### config.mk
export PLATFORM = sky130hd
export DESIGN_NAME = i2c_tx_master
export DESIGN_NICKNAME = d
export VERILOG_FILES = /design/src/rtl/i2c_tx_pkg.sv /design/src/rtl/i2c_tx_phase_timer.sv /design/src/rtl/i2c_tx_bus_monitor.sv /design/src/rtl/i2c_tx_shifter.sv /design/src/rtl/i2c_tx_master.sv
export SDC_FILE = /design/constraint.sdc
export NUM_CORES = 1
export LEC_CHECK = 0
export ABC_AREA = 1
export CAP_MARGIN = 20
export CORE_UTILIZATION = 50
export DETAILED_ROUTE_END_ITERATION = 10
export PLACE_DENSITY = 0.75
export SLEW_MARGIN = 15
export SYNTH_ARGS = -nofsm -noshare
export SYNTH_HDL_FRONTEND = slang
export SYNTH_SLANG_ARGS = --single-unit
### constraint.sdc
create_clock -name clk -period 3.38 [get_ports clk]
set_input_delay 0.845 -clock clk [delete_from_list [all_inputs] [get_ports clk]]
set_output_delay 0.845 -clock clk [all_outputs]
set_load 0.01 [all_outputs]
### src/rtl/i2c_tx_pkg.sv
package i2c_tx_pkg;
  localparam int FRAME_W = 8;
  localparam int BC_W    = $clog2(FRAME_W);
  localparam int LEN_W   = BC_W + 1;

  typedef enum logic [3:0] {
    ST_IDLE, ST_START, ST_HOLD, ST_BLO, ST_BHI, ST_ALO, ST_AHI, ST_PLO, ST_PHI
  } phase_e;

  // frame length: zero code stands for the full width
  function automatic logic [LEN_W-1:0] frame_len(input logic [BC_W-1:0] bc);
    return (bc == '0) ? LEN_W'(FRAME_W) : {1'b0, bc};
  endfunction

  // bit sent at step idx of an n-bit frame
  function automatic logic pick_bit(input logic [FRAME_W-1:0] d,
                                    input logic [LEN_W-1:0] n,
                                    input logic [BC_W-1:0] idx,
                                    input logic lsb);
    logic [LEN_W-1:0] pos;
    pos = lsb ? LEN_W'(idx) : (n - LEN_W'(1) - LEN_W'(idx));
    return d[pos[BC_W-1:0]];
  endfunction
endpackage

### src/rtl/i2c_tx_phase_timer.sv
module i2c_tx_phase_timer #(
  parameter int DIV_W = 8
) (
  input  logic             clk,
  input  logic             rst_n,
  input  logic             run,
  input  logic [DIV_W-1:0] div,
  output logic             tick
);
  logic [DIV_W-1:0] cnt_q;

  assign tick = run && (cnt_q == div);

  always_ff @(posedge clk or negedge rst_n) begin
    if (!rst_n)             cnt_q <= '0;
    else if (!run || tick)  cnt_q <= '0;
    else                    cnt_q <= cnt_q + 1'b1;
  end

  p_cnt_bound_r4: assert property (@(posedge clk) disable iff (!rst_n)
    (run && $stable(div)) |-> (cnt_q <= div));
endmodule

### src/rtl/i2c_tx_bus_monitor.sv
module i2c_tx_bus_monitor (
  input  logic clk,
  input  logic rst_n,
  input  logic scl_in,
  input  logic sda_in,
  output logic busy,
  output logic start_det,
  output logic stop_det
);
  logic scl_q, sda_q;

  assign start_det = scl_q && scl_in && sda_q && !sda_in;
  assign stop_det  = scl_q && scl_in && !sda_q && sda_in;

  always_ff @(posedge clk or negedge rst_n) begin
    if (!rst_n) begin
      scl_q <= 1'b1;
      sda_q <= 1'b1;
      busy  <= 1'b0;
    end else begin
      scl_q <= scl_in;
      sda_q <= sda_in;
      if (start_det)     busy <= 1'b1;
      else if (stop_det) busy <= 1'b0;
    end
  end

  p_stop_clears_r10: assert property (@(posedge clk) disable iff (!rst_n)
    stop_det |=> !busy);
endmodule

### src/rtl/i2c_tx_shifter.sv
module i2c_tx_shifter
  import i2c_tx_pkg::*;
(
  input  logic               clk,
  input  logic               rst_n,
  input  logic               load,
  input  logic               adv,
  input  logic [FRAME_W-1:0] d_in,
  input  logic [BC_W-1:0]    bc_in,
  input  logic               lsb_in,
  output logic               bit_o,
  output logic               last_o
);
  logic [FRAME_W-1:0] d_q;
  logic [LEN_W-1:0]   n_q;
  logic [BC_W-1:0]    idx_q;
  logic               lsb_q;

  assign bit_o  = pick_bit(d_q, n_q, idx_q, lsb_q);
  assign last_o = (LEN_W'(idx_q) == (n_q - LEN_W'(1)));

  always_ff @(posedge clk or negedge rst_n) begin
    if (!rst_n) begin
      d_q   <= '0;
      n_q   <= LEN_W'(1);
      idx_q <= '0;
      lsb_q <= 1'b0;
    end else if (load) begin
      d_q   <= d_in;
      n_q   <= frame_len(bc_in);
      idx_q <= '0;
      lsb_q <= lsb_in;
    end else if (adv) begin
      idx_q <= idx_q + 1'b1;
    end
  end

  p_idx_range_r5: assert property (@(posedge clk) disable iff (!rst_n)
    LEN_W'(idx_q) < n_q);
endmodule

### src/rtl/i2c_tx_master.sv
module i2c_tx_master
  import i2c_tx_pkg::*;
#(
  parameter int DIV_W = 8
) (
  input  logic               clk,
  input  logic               rst_n,
  input  logic               en,
  input  logic               master_tx,
  input  logic               busy_wr,
  input  logic               busy_wdata,
  input  logic [1:0]         fmt_sel,
  input  logic [BC_W-1:0]    bit_cnt,
  input  logic               lsb_first,
  input  logic               data_wr,
  input  logic [FRAME_W-1:0] data_in,
  input  logic [DIV_W-1:0]   clk_div,
  input  logic               scl_in,
  input  logic               sda_in,
  output logic               scl_oe,
  output logic               sda_oe,
  output logic               busy,
  output logic               ack_nak,
  output logic               tx_done
);
  phase_e st_q, st_d;
  logic tick, run, cur_bit, last_bit;
  logic sda_last_q, serial_q;
  logic start_det, stop_det;

  // named events
  wire is_serial  = (fmt_sel == 2'b11);
  wire ctl_ok     = en && master_tx;
  wire start_req  = ctl_ok && busy_wr && busy_wdata && !busy && !is_serial;
  wire stop_req   = ctl_ok && busy_wr && !busy_wdata;
  wire frame_req  = ctl_ok && data_wr;
  wire load       = frame_req && ((st_q == ST_HOLD) || (st_q == ST_IDLE && is_serial));
  wire bit_end    = tick && (st_q == ST_BHI);
  wire adv        = bit_end && !last_bit;
  wire ack_sample = tick && (st_q == ST_AHI);
  wire frame_end  = ack_sample || (bit_end && last_bit && serial_q);

  assign run = !(st_q == ST_IDLE || st_q == ST_HOLD);

  i2c_tx_phase_timer #(.DIV_W(DIV_W)) u_timer (
    .clk(clk), .rst_n(rst_n), .run(run), .div(clk_div), .tick(tick));

  i2c_tx_bus_monitor u_mon (
    .clk(clk), .rst_n(rst_n), .scl_in(scl_in), .sda_in(sda_in),
    .busy(busy), .start_det(start_det), .stop_det(stop_det));

  i2c_tx_shifter u_shift (
    .clk(clk), .rst_n(rst_n), .load(load), .adv(adv), .d_in(data_in),
    .bc_in(bit_cnt), .lsb_in(lsb_first), .bit_o(cur_bit), .last_o(last_bit));

  always_comb begin
    st_d = st_q;
    unique case (st_q)
      ST_IDLE:  if (start_req) st_d = ST_START;
                else if (load) st_d = ST_BLO;
      ST_START: if (tick) st_d = ST_HOLD;
      ST_HOLD:  if (load) st_d = ST_BLO;        // data wins over stop
                else if (stop_req) st_d = ST_PLO;
      ST_BLO:   if (tick) st_d = ST_BHI;
      ST_BHI:   if (tick) st_d = !last_bit ? ST_BLO : (serial_q ? ST_HOLD : ST_ALO);
      ST_ALO:   if (tick) st_d = ST_AHI;
      ST_AHI:   if (tick) st_d = ST_HOLD;
      ST_PLO:   if (tick) st_d = ST_PHI;
      ST_PHI:   if (tick) st_d = ST_IDLE;
      default:  st_d = ST_IDLE;
    endcase
  end

  always_comb begin
    unique case (st_q)
      ST_START: begin scl_oe = 1'b0; sda_oe = 1'b1;       end
      ST_HOLD:  begin scl_oe = 1'b1; sda_oe = sda_last_q; end
      ST_BLO:   begin scl_oe = 1'b1; sda_oe = !cur_bit;   end
      ST_BHI:   begin scl_oe = 1'b0; sda_oe = !cur_bit;   end
      ST_ALO:   begin scl_oe = 1'b1; sda_oe = 1'b0;       end
      ST_AHI:   begin scl_oe = 1'b0; sda_oe = 1'b0;       end
      ST_PLO:   begin scl_oe = 1'b1; sda_oe = 1'b1;       end
      ST_PHI:   begin scl_oe = 1'b0; sda_oe = 1'b1;       end
      default:  begin scl_oe = 1'b0; sda_oe = 1'b0;       end
    endcase
  end

  always_ff @(posedge clk or negedge rst_n) begin
    if (!rst_n) begin
      st_q       <= ST_IDLE;
      sda_last_q <= 1'b0;
      serial_q   <= 1'b0;
      ack_nak    <= 1'b0;
      tx_done    <= 1'b0;
    end else begin
      st_q       <= st_d;
      sda_last_q <= sda_oe;
      tx_done    <= frame_end;
      if (load)       serial_q <= is_serial;
      if (ack_sample) ack_nak  <= sda_in;
    end
  end

  // SDA moves only with SCL held low, start/stop phases aside
  p_sda_steady_r4: assert property (@(posedge clk) disable iff (!rst_n)
    (!scl_oe && $past(!scl_oe) && !(st_q == ST_START || st_q == ST_IDLE))
      |-> (sda_oe == $past(sda_oe)));
  p_start_free_r3: assert property (@(posedge clk) disable iff (!rst_n)
    (st_q == ST_START && $past(st_q) == ST_IDLE) |-> !$past(busy));
  p_busy_after_start_r10: assert property (@(posedge clk) disable iff (!rst_n)
    (st_q == ST_HOLD && $past(st_q) == ST_START) |-> busy);
  p_ack_update_r7: assert property (@(posedge clk) disable iff (!rst_n)
    !$stable(ack_nak) |-> ($past(st_q) == ST_AHI));
  p_done_single_r7: assert property (@(posedge clk) disable iff (!rst_n)
    tx_done |=> !tx_done);
  p_serial_no_ack_r8: assert property (@(posedge clk) disable iff (!rst_n)
    serial_q |-> (st_q != ST_ALO && st_q != ST_AHI));
endmodule

==> out/summary.txt <==
Synth Area in XOR/XNOR - 0.0155
Worst EP required - 2.53 ns
Setup Skew - 0.00492 ns
Setup TNS - 0 ns
Crit path time final - 3.18 ns
Die Wd - 69.2 um
RSZ-0062 raised after global routing - false
Ys flop type - dfrtp_1
Max Root-Sink Buffers - 2
Clk sinks - 35
Worst setup EP type - output pin
CTS Buf Count - 5
Worst Setup Path Type - reg -> out
Starting Density - 0.518
Congestion Overflow GR - 0
Site Rows - 24
Largest stage delay on the critical path - 0.53 ns
Startpoint types - flip-flop
Yosys top cell by area - dfrtp_1
Critical Path AT - 2.34 ns
Synth unique cells - 31
Gate Count Post-Synth - 316
Syn avg cell area - 7.14 um2
Core ar. - 0.00435 mm2
Asr flop ratio synth - 1.00
Maxcap violations - 0
Clk_lat worst skew - 0.28 ns
Complex-gate fraction of the synthesized area - 0.0677
Die height - 69.2 um
Fin util - 0.641
Pre-antenna DRT Iters - 4
Largest family of logic cells by synthesized area - simple AND/OR/NAND/NOR gates
Critical-path cell list - inv_1 -> ha_4 -> fa_1 -> o21ai_2 -> inv_1 -> nand3_1 -> nand2_1 -> nand3_1 -> nand3_1 -> nand2_1 -> clkbuf_2
Top-count cell post-synth - nand2_1
Syn nets - 353
Adder-Cell Fraction of Synth Area - 0.0366
Layout cell share with drive strength beyond 1 - 0.125
Post-synthesis sequential area ratio - 0.390
Max Slew Vio Count - 0
CTS root buffer - clkbuf_8
Net Sw Frac - 0.416
CTS tree - done
Place WS - -0.130 ns
Hold Violations, Final - 0
Num ports - 36
CP delay by family, top - adder cells
Leak - 1.43 nW
Maximum clock frequency - 314 MHz
EDFF count, synth - 0
Synth top area share - 0.355
DP Area - 0.00267 mm2
Peak supply drop - 0.434 mV
Die area - 0.00478 mm2
Vias per inst - 4.89
Antenna Nets Post-Route - 0
DPL Wire Length - 3420 um
Initial antenna violation count - 0
Synth warn - 0
# hold bufs at CTS - 0
WL final - 4390 um
Nets@finish - 397
First-pass GRT wire length - 7840 um
CP bufs+invs - 3
Slowest stage cell on the critical path - dfstp_2
CTS clk-pin slew, worst paths - 0.07 ns
Antenna cells - 0
Vias in the first global route - 1902
Combinational share of power - 0.491
Multiplexer share of the synthesized area - 0.0266
Switching power - 0.000850 W
Syn-to-layout area delta - 23.8%
Finished Cell Area - 0.00279 mm2
H-tree Lvls - 2
Final Setup Violations - 0
Total power - 0.00204 W
Global router's overall resource usage - 0.203
Worst slew pin tran - 0.446 ns
Worst setup slack after layout - 0.199 ns
Final GP Congestion - 0.886
Internal - 0.00119 W
Synth Cell Area - 0.00225 mm2
Post-synth top cells - nand2_1, inv_1, dfrtp_1, nor2_1, nand3_1
Outcome - completed
# port buffers - 35
DRC - 0
Period utilization - 0.941
Wire length per cell - 10.6 um
Main area contributors after synthesis - dfrtp_1, nand2_1, inv_1, nand3_1, nor2_1
Largest net degree at the start of global routing - 36
Pwr per Cell Area - 732 mW/mm2
Worst-path fanout max - 3
DRT iter0 DRCs - 91
Worst relative slew slack - 0.703
Post-Synth Simple-Gate Area - 0.352
Cell repeated most along the worst path - nand3_1
DR vias - 2019
Fraction of power consumed by sequential logic - 0.331
Clock power frac - 0.178
Worst min path class - reg -> reg
Register bit total from synthesis - 35
-- cells in the final DEF, fill, tap and decap left out, types with 5 or more instances in the layout --
cell type and n:
buf_4 5, dfrtp_1 32, o21ai_1 5, clkdlybuf4s50_1 34, nand3_1 25, nor2_1 29
inv_1 50, nand2_1 103, clkbuf_8 5, inv_2 8, nand4_1 7
-- sequential cells by signal, summed over array words and instances, names as in the netlist --
| name | count |
|---|---|
| u_timer.cnt_q | 8 |
| tx_done | 1 |
| sda_last_q | 1 |
| u_shift.lsb_q | 1 |
| serial_q | 1 |
| u_shift.idx_q | 3 |
| ack_nak | 1 |
| u_mon.scl_q | 1 |
| u_mon.busy | 1 |
| u_shift.n_q | 4 |
| u_shift.d_q | 8 |
| u_mon.sda_q | 1 |
| st_q | 4 |
-- layout make-up --
class	instances	area, um2
sequential	35	880
tap	52	65.1
multi-input combinational	220	1140
clock inverter	1	30.0
inverter	58	218
timing repair buffer	40	383
clock buffer	7	76.3
fill	399	1560
-- logic make-up after synthesis --
family,after synthesis
AND/OR/NAND/NOR,182
buffers and inverters,61
flip-flops,35
AO/OA/AOI/OAI,24
adder cells (fa/ha/maj),6
XOR/XNOR,4
multiplexers,4
-- power groups by stage --
stage                     Clock (W)  Sequential, W  Combinational (W)
after floorplan                   0       0.000652           0.000735
after global placement            0       0.000675           0.000968
after detailed placement          0       0.000680           0.000990
after CTS                  0.000371       0.000674            0.00101
after global routing       0.000390       0.000697            0.00115
final                      0.000364       0.000676            0.00100
-- repair_timing --
| action | 4_1_cts | 5_1_grt |
|---|---|---|
| endpoints found under the setup margin | 1 | 1 |
| setup buffers | 0 | 0 |
| pin swaps | 1 | 1 |
| resized for setup | 4 | 2 |
-- per-layer routing --
layer | global-route usage | vias to the layer above | routed length, um
li1 | - | 1069 | -
met2 | 0.356 | 30 | 2200
met3 | 0.0541 | 7 | 125
met1 | 0.249 | 913 | 2020
met5 | 0 | - | 0
met4 | 0.0476 | 0 | 48
-- metrics by stage --
step           hold slack [ns]  instances
3_5_place_dp             0.478        405
3_3_place_gp             0.472        405
4_1_cts                  0.496        413
2_1_floorplan            0.459        316
5_1_grt                  0.536        413
6_report                 0.493        413
-- path summary, 6_finish.rpt --
path                                             from                           end  slack, ns  cells after the start
setup reg to reg           u_shift.n_q[0]$_DFFE_PN1P_          sda_last_q$_DFF_PN0_       1.35                     11
max in group asynchronous                       rst_n         u_mon.sda_q$_DFF_PN1_       2.06                      2
setup / recovery           u_shift.n_q[0]$_DFFE_PN1P_                        sda_oe       0.20                     11
hold / removal                    ack_nak$_DFFE_PN0P_           ack_nak$_DFFE_PN0P_       0.49                      2
min in group asynchronous                       rst_n  u_shift.idx_q[2]$_DFFE_PN0P_       0.97                      2
hold reg to reg                   ack_nak$_DFFE_PN0P_           ack_nak$_DFFE_PN0P_       0.49                      2
-- worst register-to-register path, stage by stage (launching register included) --
cell and delay, ns:
dfstp_2 0.53, inv_1 0.08, ha_4 0.26, fa_1 0.46
o21ai_2 0.17, inv_1 0.08, nand3_1 0.08, nand2_1 0.05
inv_1 0.04, nand2_1 0.04, nand3_1 0.06, nand2_1 0.07
Note: power is estimated with default switching activity, not from simulation.
